<file path="config.mk">
export PLATFORM = sky130hd
export DESIGN_NAME = intc_bank
export DESIGN_NICKNAME = d
export VERILOG_FILES = /design/src/rtl/intc_pkg.sv /design/src/rtl/intc_ffs.sv /design/src/rtl/intc_prio.sv /design/src/rtl/intc_ack.sv /design/src/rtl/intc_bank.sv
export SDC_FILE = /design/constraint.sdc
export NUM_CORES = 1
export LEC_CHECK = 0
export ABC_AREA = 0
export BUFFER_PORTS_ARGS = -buffer_cell sky130_fd_sc_hd__buf_4
export CORE_MARGIN = 3
export CORE_UTILIZATION = 25
export DETAILED_ROUTE_END_ITERATION = 10
export SETUP_SLACK_MARGIN = 0.3
export SYNTH_ARGS = -nofsm -noshare
export SYNTH_HDL_FRONTEND = slang
export SYNTH_SLANG_ARGS = --single-unit
</file>
<file path="constraint.sdc">
create_clock -name clk_i -period 2.35 [get_ports clk_i]
set_clock_uncertainty 0.05 [all_clocks]
set_input_delay 0.47 -clock clk_i [delete_from_list [all_inputs] [get_ports clk_i]]
set_output_delay 0.47 -clock clk_i [all_outputs]
set_load 0.01 [all_outputs]
</file>
<file path="src/rtl/intc_pkg.sv">
package intc_pkg;
  typedef enum logic [1:0] {
    A_CTRL = 2'd0,
    A_MASK = 2'd1,
    A_VEC  = 2'd2,
    A_CFG  = 2'd3
  } reg_addr_e;

  // command word bit positions
  localparam int unsigned CTL_RS_SEL  = 0;
  localparam int unsigned CTL_RS_LOAD = 1;
  localparam int unsigned CTL_POLL    = 2;
  localparam int unsigned CTL_EOI     = 3;
endpackage

</file>
<file path="src/rtl/intc_ffs.sv">
module intc_ffs #(
  parameter int unsigned N  = 8,
  parameter int unsigned LW = $clog2(N)
) (
  input  logic [N-1:0]  vec_i,
  output logic          valid_o,
  output logic [LW-1:0] idx_o
);
  always_comb begin
    valid_o = 1'b0;
    idx_o   = '0;
    for (int i = N - 1; i >= 0; i--) begin
      if (vec_i[i]) begin
        valid_o = 1'b1;
        idx_o   = LW'(i);
      end
    end
  end
endmodule

</file>
<file path="src/rtl/intc_prio.sv">
module intc_prio #(
  parameter int unsigned N  = 8,
  parameter int unsigned LW = $clog2(N)
) (
  input  logic [N-1:0]  irr_i,
  input  logic [N-1:0]  imr_i,
  input  logic [N-1:0]  isr_i,
  input  logic          sfnm_i,
  input  logic          casc_en_i,
  input  logic [LW-1:0] casc_i,
  output logic          valid_o,
  output logic [LW-1:0] lvl_o
);
  logic [N-1:0] clear_above;
  logic [N-1:0] cand;

  for (genvar g = 0; g < N; g++) begin : g_slot
    if (g == 0) begin : g_top
      assign clear_above[g] = 1'b1;
    end else begin : g_rest
      assign clear_above[g] = ~|isr_i[g-1:0];
    end
    // strict nesting, except a cascade slot re-entering itself in special mode
    assign cand[g] = irr_i[g] & ~imr_i[g] & clear_above[g] &
                     (~isr_i[g] | (sfnm_i & casc_en_i & (casc_i == LW'(g))));
  end

  intc_ffs #(.N(N), .LW(LW)) u_pick (
    .vec_i  (cand),
    .valid_o(valid_o),
    .idx_o  (lvl_o)
  );
endmodule

</file>
<file path="src/rtl/intc_ack.sv">
module intc_ack #(
  parameter int unsigned N   = 8,
  parameter int unsigned LW  = $clog2(N),
  parameter int unsigned DW  = 8,
  parameter int unsigned VBW = DW - LW
) (
  input  logic           clk_i,
  input  logic           rst_ni,
  input  logic           inta_i,
  input  logic           win_valid_i,
  input  logic [LW-1:0]  win_lvl_i,
  input  logic           casc_en_i,
  input  logic [LW-1:0]  casc_i,
  input  logic [VBW-1:0] vbase_i,
  output logic [DW-1:0]  data_o,
  output logic           take_o,
  output logic [LW-1:0]  take_lvl_o
);
  logic          phase_q;
  logic          lat_valid_q;
  logic [LW-1:0] lat_lvl_q;

  always_ff @(posedge clk_i or negedge rst_ni) begin
    if (!rst_ni) begin
      phase_q     <= 1'b0;
      lat_valid_q <= 1'b0;
      lat_lvl_q   <= '0;
    end else if (inta_i) begin
      if (!phase_q) begin
        phase_q     <= 1'b1;
        lat_valid_q <= win_valid_i;
        lat_lvl_q   <= win_valid_i ? win_lvl_i : LW'(N - 1);
      end else begin
        phase_q <= 1'b0;
      end
    end
  end

  assign take_o     = inta_i & phase_q & lat_valid_q;
  assign take_lvl_o = lat_lvl_q;

  always_comb begin
    data_o = '0;
    if (inta_i) begin
      if (!phase_q) begin
        if (win_valid_i && casc_en_i && (win_lvl_i == casc_i))
          data_o = {{(DW-LW){1'b0}}, win_lvl_i};
      end else begin
        data_o = {vbase_i, lat_lvl_q};
      end
    end
  end

  a_r7_second_follows_first: assert property (@(posedge clk_i) disable iff (!rst_ni)
    (inta_i && phase_q) |=> !phase_q);
endmodule

</file>
<file path="src/rtl/intc_bank.sv">
module intc_bank
  import intc_pkg::*;
#(
  parameter int unsigned N_IRQ = 8
) (
  input  logic             clk_i,
  input  logic             rst_ni,
  input  logic [N_IRQ-1:0] irq_i,
  input  logic             bus_req_i,
  input  logic             bus_we_i,
  input  logic [1:0]       bus_addr_i,
  input  logic [N_IRQ-1:0] bus_wdata_i,
  output logic [N_IRQ-1:0] bus_rdata_o,
  input  logic             inta_i,
  output logic [N_IRQ-1:0] ack_data_o,
  output logic             int_o
);
  localparam int unsigned DW  = N_IRQ;
  localparam int unsigned LW  = $clog2(N_IRQ);
  localparam int unsigned VBW = DW - LW;
  localparam logic [DW-1:0] ONE = {{(DW-1){1'b0}}, 1'b1};

  logic [DW-1:0]  irr_q, isr_q, imr_q;
  logic [VBW-1:0] vbase_q;
  logic [LW-1:0]  casc_q;
  logic           casc_en_q, sfnm_q, rs_isr_q, poll_arm_q;

  logic           win_valid;
  logic [LW-1:0]  win_lvl;
  logic           isr_any;
  logic [LW-1:0]  isr_top;
  logic           ack_take;
  logic [LW-1:0]  ack_lvl;

  logic           wr, rd, ctrl_wr, poll_rd, poll_take, eoi;
  logic [DW-1:0]  set_vec, clr_vec;
  logic [DW-1:0]  poll_byte, cfg_byte;

  intc_prio #(.N(N_IRQ), .LW(LW)) u_prio (
    .irr_i    (irr_q),
    .imr_i    (imr_q),
    .isr_i    (isr_q),
    .sfnm_i   (sfnm_q),
    .casc_en_i(casc_en_q),
    .casc_i   (casc_q),
    .valid_o  (win_valid),
    .lvl_o    (win_lvl)
  );

  intc_ffs #(.N(N_IRQ), .LW(LW)) u_isr_top (
    .vec_i  (isr_q),
    .valid_o(isr_any),
    .idx_o  (isr_top)
  );

  intc_ack #(.N(N_IRQ), .LW(LW), .DW(DW), .VBW(VBW)) u_ack (
    .clk_i      (clk_i),
    .rst_ni     (rst_ni),
    .inta_i     (inta_i),
    .win_valid_i(win_valid),
    .win_lvl_i  (win_lvl),
    .casc_en_i  (casc_en_q),
    .casc_i     (casc_q),
    .vbase_i    (vbase_q),
    .data_o     (ack_data_o),
    .take_o     (ack_take),
    .take_lvl_o (ack_lvl)
  );

  assign wr        = bus_req_i & bus_we_i;
  assign rd        = bus_req_i & ~bus_we_i;
  assign ctrl_wr   = wr & (bus_addr_i == A_CTRL);
  assign poll_rd   = rd & (bus_addr_i == A_CTRL) & poll_arm_q;
  assign poll_take = poll_rd & win_valid;
  assign eoi       = ctrl_wr & bus_wdata_i[CTL_EOI];

  assign set_vec = (poll_take ? (ONE << win_lvl) : '0) |
                   (ack_take  ? (ONE << ack_lvl) : '0);
  assign clr_vec = (eoi && isr_any) ? (ONE << isr_top) : '0;

  always_ff @(posedge clk_i or negedge rst_ni) begin
    if (!rst_ni) begin
      irr_q      <= '0;
      isr_q      <= '0;
      imr_q      <= '0;
      vbase_q    <= '0;
      casc_q     <= '0;
      casc_en_q  <= 1'b0;
      sfnm_q     <= 1'b0;
      rs_isr_q   <= 1'b0;
      poll_arm_q <= 1'b0;
    end else begin
      irr_q <= irq_i & ~set_vec;
      isr_q <= (isr_q & ~clr_vec) | set_vec;
      if (poll_rd) poll_arm_q <= 1'b0;
      if (wr) begin
        case (bus_addr_i)
          A_CTRL: begin
            if (bus_wdata_i[CTL_POLL])    poll_arm_q <= 1'b1;
            if (bus_wdata_i[CTL_RS_LOAD]) rs_isr_q   <= bus_wdata_i[CTL_RS_SEL];
          end
          A_MASK: imr_q <= bus_wdata_i;
          A_VEC:  vbase_q <= bus_wdata_i[DW-1:LW];
          default: begin
            casc_q    <= bus_wdata_i[LW-1:0];
            casc_en_q <= bus_wdata_i[LW];
            sfnm_q    <= bus_wdata_i[LW+1];
          end
        endcase
      end
    end
  end

  always_comb begin
    poll_byte         = '0;
    poll_byte[DW-1]   = win_valid;
    poll_byte[LW-1:0] = win_valid ? win_lvl : '0;
    cfg_byte          = '0;
    cfg_byte[LW-1:0]  = casc_q;
    cfg_byte[LW]      = casc_en_q;
    cfg_byte[LW+1]    = sfnm_q;
  end

  always_comb begin
    bus_rdata_o = '0;
    if (rd) begin
      case (bus_addr_i)
        A_CTRL:  bus_rdata_o = poll_arm_q ? poll_byte : (rs_isr_q ? isr_q : irr_q);
        A_MASK:  bus_rdata_o = imr_q;
        A_VEC:   bus_rdata_o = {vbase_q, {LW{1'b0}}};
        default: bus_rdata_o = cfg_byte;
      endcase
    end
  end

  assign int_o = win_valid;

  a_r3_int_needs_request: assert property (@(posedge clk_i) disable iff (!rst_ni)
    int_o |-> |(irr_q & ~imr_q));
  a_r4_no_reentry_regular: assert property (@(posedge clk_i) disable iff (!rst_ni)
    (win_valid && !sfnm_q) |-> !isr_q[win_lvl]);
  a_r7_ack_marks_service: assert property (@(posedge clk_i) disable iff (!rst_ni)
    ack_take |=> isr_q[$past(ack_lvl)]);
  a_r8_poll_marks_service: assert property (@(posedge clk_i) disable iff (!rst_ni)
    (poll_rd && bus_rdata_o[DW-1]) |=> isr_q[$past(bus_rdata_o[LW-1:0])]);
  a_r10_eoi_drops_one: assert property (@(posedge clk_i) disable iff (!rst_ni)
    (eoi && (set_vec == '0) && (isr_q != '0)) |=>
      ($countones(isr_q) + 1 == $countones($past(isr_q))));
  a_r11_masked_never_wins: assert property (@(posedge clk_i) disable iff (!rst_ni)
    win_valid |-> !imr_q[win_lvl]);
endmodule

</file>
* Word level (Yosys, flattened, before mapping)
Cells that the tools add are included.
** Word-level totals
- Register bits after elaboration :: 41
- Input port bits :: 23
** Operators by class
- Shift operators :: 3
- Reductions and logical operators :: 24
- Eq/ne operators :: 10
- Bitwise operators :: 74
- Muxes and demuxes :: 49
** Operator list (number)
- two-way mux 8 bit :: 8
- two-way mux 3 bit :: 19
- bitwise AND 1 bit :: 41
- case mux 8 bit (3 select lines) :: 1
- left shift 1 x 3 -> 8 bit (first input constant) :: 3
- two-way mux 1 bit :: 21
- NOT 1 bit :: 19
- bitwise AND 8 bit :: 2
- NOT 8 bit :: 2
- bitwise OR 8 bit :: 2
- == test 3 bit (second input constant) :: 4
- bitwise OR 1 bit :: 8
- AND reduction 2 bit :: 4
- zero test 1 bit :: 7
- OR reduction 7 bit :: 1
- == test 3 x 2 -> 1 bit (second input constant) :: 2
- OR reduction 3 bit :: 2
- OR reduction 6 bit :: 1
- OR reduction 5 bit :: 1
- OR reduction 4 bit :: 1
- == test 3 x 1 -> 1 bit (second input constant) :: 1
- == test 3 bit :: 1
- logical AND 1 bit :: 3
- zero test 3 bit :: 1
- other kinds (5) :: 5

* Depth between registers and ports, before layout
- Depth after elaboration :: 17
- Depth in mapped cells :: 7
- Mapped depth without buffers :: 6

* Hierarchy
From an unflattened synthesis, not the netlist that was laid out.
** Second synthesis, totals
- Cell total of the unflattened synthesis :: 255
- Area, all modules :: 2606.2 um2
** Modules (own cells, without submodules)
- intc_bank :: instances 1, area each 1928.1 um2, cells an instance 168
- intc_ack :: instances 1, area each 325.3 um2, cells an instance 33
- intc_prio :: instances 1, area each 192.7 um2, cells an instance 28
- intc_ffs :: instances 2, area each 80.1 um2, cells an instance 13

* Least setup slack after synthesis
Ideal clock, no wire load.
- Path kind :: register to output
- Start :: register isr_q[1]
- End :: output port ack_data_o[1]
- Data arrival time :: 2074 ps
- Slack :: -244 ps
- Path buffers :: 0
- Stages on the path, launching flop included :: 7
- Required time :: 1830 ps
- Path through :: dfrtp_1 -> or4_4 -> nor3_4 -> o21a_2 -> o2111ai_1 -> a32o_1 -> o31ai_1
** On the way
- Longest elaborated chain between the ends :: 17
- Elaborated cells between the ends (all ways) :: 49
- Those cells by class :: 1 x eq/ne; 19 x mux; 15 x bitwise; 14 x reduce/logical
** Ends and longest elaborated chain
- start, declared :: RTL line intc_bank.sv:23 : logic [DW-1:0] irr_q, isr_q, imr_q;
- start signal, assigned :: RTL line intc_bank.sv:94 : isr_q <= (isr_q & ~clr_vec) | set_vec;
- OR reduction 7 bit :: RTL line intc_prio.sv:21 : assign clear_above[g] = ~|isr_i[g-1:0];
- zero test 1 bit :: RTL line intc_prio.sv:21
- bitwise AND 1 bit (2 in series) :: RTL line intc_prio.sv:24 : assign cand[g] = irr_i[g] & ~imr_i[g] & clear_above[g] &
- two-way mux 3 bit or two-way mux 1 bit (tied branches) (8 in series) :: RTL line intc_ffs.sv:13 : if (vec_i[i]) begin
- == test 3 bit or logical AND 1 bit (tied branches) :: RTL line intc_ack.sv:46 : if (win_valid_i && casc_en_i && (win_lvl_i == casc_i))
- logical AND 1 bit :: RTL line intc_ack.sv:46
- two-way mux 3 bit (*) :: RTL line intc_ack.sv:46
- two-way mux 8 bit (*) :: RTL line intc_ack.sv:45 : if (!phase_q) begin
- two-way mux 8 bit (*) :: RTL line intc_ack.sv:44 : if (inta_i) begin
- end, declared :: RTL line intc_bank.sv:15 : output logic [N_IRQ-1:0] ack_data_o,
Every way passes the cells marked *; elsewhere a longest branch is shown, timed or not.

* Worst setup path after layout
- Start :: register irr_q[0]
- End :: output port ack_data_o[0]
** On the way
- Longest elaborated chain between the ends :: 8
- Elaborated cells between the ends (all ways) :: 10
- Those cells by class :: 1 x eq/ne; 5 x mux; 2 x bitwise; 2 x reduce/logical
** Ends and longest elaborated chain
- start, declared :: RTL line intc_bank.sv:23
- start signal, assigned :: RTL line intc_bank.sv:93 : irr_q <= irq_i & ~set_vec;
- bitwise AND 1 bit (*) (2 in series) :: RTL line intc_prio.sv:24
- two-way mux 3 bit or two-way mux 1 bit (tied branches) :: RTL line intc_ffs.sv:13
- == test 3 bit or logical AND 1 bit (tied branches) :: RTL line intc_ack.sv:46
- logical AND 1 bit :: RTL line intc_ack.sv:46
- two-way mux 3 bit (*) :: RTL line intc_ack.sv:46
- two-way mux 8 bit (*) :: RTL line intc_ack.sv:45
- two-way mux 8 bit (*) :: RTL line intc_ack.sv:44
Marked as above.

==> impl_table.tex <==
\begin{tabular}{lr}
\hline
Metric & Value \\
\hline
\multicolumn{2}{l}{\textbf{Synthesis}} \\
\quad Seq/Total Area, Yosys & a little over a third \\
\quad Top cells by area, synth & sky130\_fd\_sc\_hd\_\_dfrtp\_1 (36\%), sky130\_fd\_sc\_hd\_\_mux2\_2 (9.2\%), sky130\_fd\_sc\_hd\_\_nand2\_1 (2.7\%) \\
\quad Adder and majority cell fraction of the synthesized area & 0\% \\
\quad Cells after Synth & 294 \\
\quad Number of flip-flops and latches in the synthesized netlist & 41 \\
\quad Number of enable-type register cells in the synthesized netlist & 0 \\
\quad Most frequently used cell type in the post-synthesis netlist & sky130\_fd\_sc\_hd\_\_dfrtp\_1 \\
\quad Synthesized-area fraction occupied by and/or/nand/nor cells & 24.5\% \\
\quad Synth cell count leaders & sky130\_fd\_sc\_hd\_\_dfrtp\_1 (41), sky130\_fd\_sc\_hd\_\_mux2\_2 (23), sky130\_fd\_sc\_hd\_\_nand2\_1 (20), sky130\_fd\_sc\_hd\_\_nand3\_1 (15), sky130\_fd\_sc\_hd\_\_nor2\_1 (15) \\
\quad Post-Syn Area per Cell & a little under 10 µm² \\
\quad Primary flip-flop cell chosen by synthesis mapping & sky130\_fd\_sc\_hd\_\_dfrtp\_1 \\
\quad Synth warn & 0 \\
\quad Synthesized net count & 317 \\
\quad Xor/xnor cell area share of the yosys netlist & less than 1\% \\
\quad Mux cell area share after synthesis & 10.9\% \\
\quad Netlist cell types & 74 \\
\quad Post-synth design cell area & approximately 2800 µm² \\
\quad Proportion of register bits with asynchronous set or reset after synthesis & 100\% \\
\quad Main combinational cell family by area after synthesis & compound AO/OA/AOI/OAI gates \\
\quad Complex-gate fraction of the synthesized area & around 25\% \\
\quad Area share of the largest cell type after synthesis & 36.3\% \\
\quad Most area-hungry cell type in the Yosys netlist & sky130\_fd\_sc\_hd\_\_dfrtp\_1 \\
\multicolumn{2}{l}{\textbf{Layout}} \\
\quad Ratio of cells with drive above 1 in the final layout & 56.5\% \\
\quad Final \#Nets & 450 \\
\quad Register Area & 1040 µm² \\
\quad Final-layout fill cell count & between 1k and 1.5k \\
\quad Layout Area Growth over Synthesis & 60.2\% \\
\quad Area occupied by multi-input gates & approximately 2000 µm² \\
\quad Diodes inserted & 0 \\
\multicolumn{2}{l}{\textbf{Worst setup path}} \\
\quad Reg2reg setup slack & -0.01 ns \\
\quad R2r worst-path depth & 9 \\
\quad Setup CP Type & register to output port \\
\quad Data required time of the worst path & between 1.5 and 2 ns \\
\quad Critical Path End Type & output port \\
\quad Endpoint of the lowest-slack register-to-register path & isr\_q[4]\$\_DFF\_PN0\_ \\
\quad Largest fanout on the critical path & 5 \\
\quad Launch instance of the worst register-to-register path & isr\_q[0]\$\_DFF\_PN0\_ \\
\quad Data arrival time of the critical path & 2.50 ns \\
\quad Critical Path Source Type & register \\
\multicolumn{2}{l}{\textbf{Placed design}} \\
\quad Port buffer count & 39 \\
\quad Final estimated routing congestion in global placement & approximately 0.9 \\
\quad HPWL reported at the end of detailed placement & 7.67 mm \\
\multicolumn{2}{l}{\textbf{CTS}} \\
\quad TritonCTS clock tree & built \\
\quad Inserted Clock Buffers & 5 \\
\quad Clock latency on the worst-skew pair & 0.29 ns \\
\quad Clk root buf & sky130\_fd\_sc\_hd\_\_clkbuf\_16 \\
\quad Number of buffers on the longest clock path & 2 \\
\quad Count of hold-fix buffers inserted at cts & 0 \\
\quad Clk pin slew, worst setup/hold paths & 0.06 ns \\
\quad Clock sinks & 41 \\
\quad H-tree Lvls & 2 \\
\multicolumn{2}{l}{\textbf{Timing}} \\
\quad Ratio of final minimum period to clock period & 128\% \\
\quad Setup repair after global routing missed its margin & true \\
\quad Worst slack on hold paths & 0.117 ns \\
\quad Aggregate negative setup slack & -4.77 ns \\
\quad Final hold violation count & 0 \\
\quad Setup violation total in the final timing report & 9 \\
\quad Rel. slew slack & 62.7\% \\
\quad FMAX & 332 MHz \\
\quad Worst Tran Pin Value & 0.560 ns \\
\quad Slew Viols, Final & 0 \\
\quad Fin worst setup slack & -0.665 ns \\
\quad Time the worst path needs with I/O delays and setup & 3.02 ns \\
\multicolumn{2}{l}{\textbf{GRT}} \\
\quad Antenna violations before repair & 1 \\
\quad Global-route wire length before repair & between 15 and 20 mm \\
\quad Residual overflow from global routing & 0 \\
\quad Combined global-route utilization of all metal layers & 16.4\% \\
\quad Maximum number of pins on one net before global-route repair & 42 \\
\quad Number of global-route vias before repair & 3090 \\
\multicolumn{2}{l}{\textbf{Detailed routing}} \\
\quad Vias per Instance & 5.39 \\
\quad Number of search-and-repair iterations in the first detailed-routing pass & 5 \\
\quad Post-route ant nets & 0 \\
\quad Total number of vias & 3061 \\
\quad WL/cell & 18.5 µm \\
\quad Post-Route WL & between 10 and 15 mm \\
\quad Number of DRC violations after detailed-routing iteration 0 & $\sim$160 \\
\quad Drc violations & 0 \\
\multicolumn{2}{l}{\textbf{Pwr}} \\
\quad Overall Power & 4.44 mW \\
\quad Static leakage power & around 2.0 nW \\
\quad IR Drop Worst-Case VDD & about 390 µV \\
\quad Power per cell area & 981 nW/µm² \\
\multicolumn{2}{l}{\textbf{Floorplanning}} \\
\quad Starting density of the core & 25.8\% \\
\quad Horiz. Die Dim & approximately 110 µm \\
\quad Core area & $\sim$11000 µm² \\
\quad Standard-cell row count & 38 \\
\quad IO Count & 40 \\
\quad Die Y & 112 µm \\
\quad Total die area & 12600 µm² \\
\multicolumn{2}{l}{\textbf{Outcome}} \\
\quad Run status & finished with violations \\
\quad Violations in the final reports & setup timing \\
\multicolumn{2}{l}{\textbf{Worst hold path}} \\
\quad Min-Delay Path Class & input pin to asynchronous set/reset pin \\
\multicolumn{2}{l}{\textbf{Run}} \\
\quad Maximum Capacitance Violations & 0 \\
\hline
\end{tabular}
[sequential cells by signal, summed over array words and instances, names as in the netlist]
name and flops:
u_ack.phase_q 1, casc_en_q 1, irr_q 8, imr_q 8, isr_q 8, u_ack.take_lvl_o 3, vbase_q 5, sfnm_q 1
casc_q 3, u_ack.lat_valid_q 1, rs_isr_q 1, poll_arm_q 1
[metal layers]
| layer | vias to the layer above | global-route usage, % | part of all wire, % |
|---|---|---|---|
| met5 | - | 0 | 0.11 |
| met4 | 2 | 3.21 | 1.4 |
| met3 | 22 | 3.45 | 6.9 |
| met2 | 150 | 25.9 | 46 |
| met1 | 1473 | 23.5 | 45 |
| li1 | 1414 | - | - |
[kinds of logic after synthesis]
kind of cell,count (synthesis)
simple gates,114
xor+xnor,1
mux,28
flops,41
compound gates,87
buf+inv,23
[through the flow]
stage | utilization (%) | std cells | cell area (µm²) | setup slack [ns]
floorplan | - | 294 | 2860 | -0.165
global placement | 35.4 | 538 | 3870 | -0.401
detailed placement | 35.4 | 538 | 3870 | -0.448
CTS | 39.4 | 558 | 4310 | -0.706
global route | 41.4 | 568 | 4520 | -0.732
finish | 41.4 | 568 | 4520 | -0.665
[critical path, cell delays in order, from the launching register on]
cell                        delay, ns
sky130_fd_sc_hd__dfrtp_1         0.42
sky130_fd_sc_hd__or3b_2          0.24
sky130_fd_sc_hd__nand2_2         0.07
sky130_fd_sc_hd__a311oi_2        0.52
sky130_fd_sc_hd__o2111ai_2       0.21
sky130_fd_sc_hd__a32o_2          0.35
sky130_fd_sc_hd__o31ai_4         0.26
sky130_fd_sc_hd__buf_6           0.14
[where the power goes]
group / internal (mW) / switching [mW] / leakage (nW) / total (mW)
Sequential: 0.912 / 0.252 / 0.478 / 1.16
Clock: 0.390 / 0.295 / 0.0696 / 0.685
Combinational: 1.35 / 1.24 / 1.41 / 2.59
Total: 2.65 / 1.78 / 1.96 / 4.44
[how the worst max path moves through the flow]
stage	to	slack, ns	cells past startpoint	start
detailed placement	bus_rdata_o[7]	-0.45	8	casc_en_q$_DFFE_PN0P_
floorplan	ack_data_o[2]	-0.16	6	isr_q[1]$_DFF_PN0_
finish	ack_data_o[0]	-0.67	7	irr_q[0]$_DFF_PN0_
global route	ack_data_o[0]	-0.73	7	irr_q[0]$_DFF_PN0_
global placement	ack_data_o[1]	-0.40	8	isr_q[6]$_DFF_PN0_
CTS	ack_data_o[1]	-0.71	7	isr_q[1]$_DFF_PN0_
[layout by cell type, fill, tap and decap left out, drive strengths merged, types with 3 or more instances in the layout]
| cell | count |
|---|---|
| a211oi | 4 |
| a21oi | 12 |
| a22oi | 4 |
| a31oi | 8 |
| and2 | 4 |
| and3 | 7 |
| buf | 142 |
| clkbuf | 5 |
| dfrtp | 41 |
| inv | 7 |
| mux2 | 23 |
| mux2i | 5 |
| nand2 | 20 |
| nand2b | 7 |
| nand3 | 15 |
| nand3b | 3 |
| nand4 | 5 |
| nor2 | 15 |
| nor2b | 7 |
| nor3 | 5 |
| nor3b | 4 |
| nor4 | 4 |
| nor4b | 3 |
| o211a | 4 |
| o211ai | 6 |
| o21a | 3 |
| o21ai | 11 |
| o21bai | 3 |
| o31ai | 5 |
| or3 | 3 |
[final cells by class]
type	count	area share (%)
Timing Repair Buffer	142	25.0
Clock inverter	3	0.387
Sequential cell	41	23.0
Multi-Input combinational cell	230	44.4
Tap cell	140	3.87
Clock buffer	5	2.77
Inverter	7	0.581
[timing repair]
action	4_1_cts	5_1_grt
endpoints found under the setup margin	23	25
resized for setup	51	34
setup buffers	12	10
pin swaps	22	23
Power figures use the tool's default switching activity.
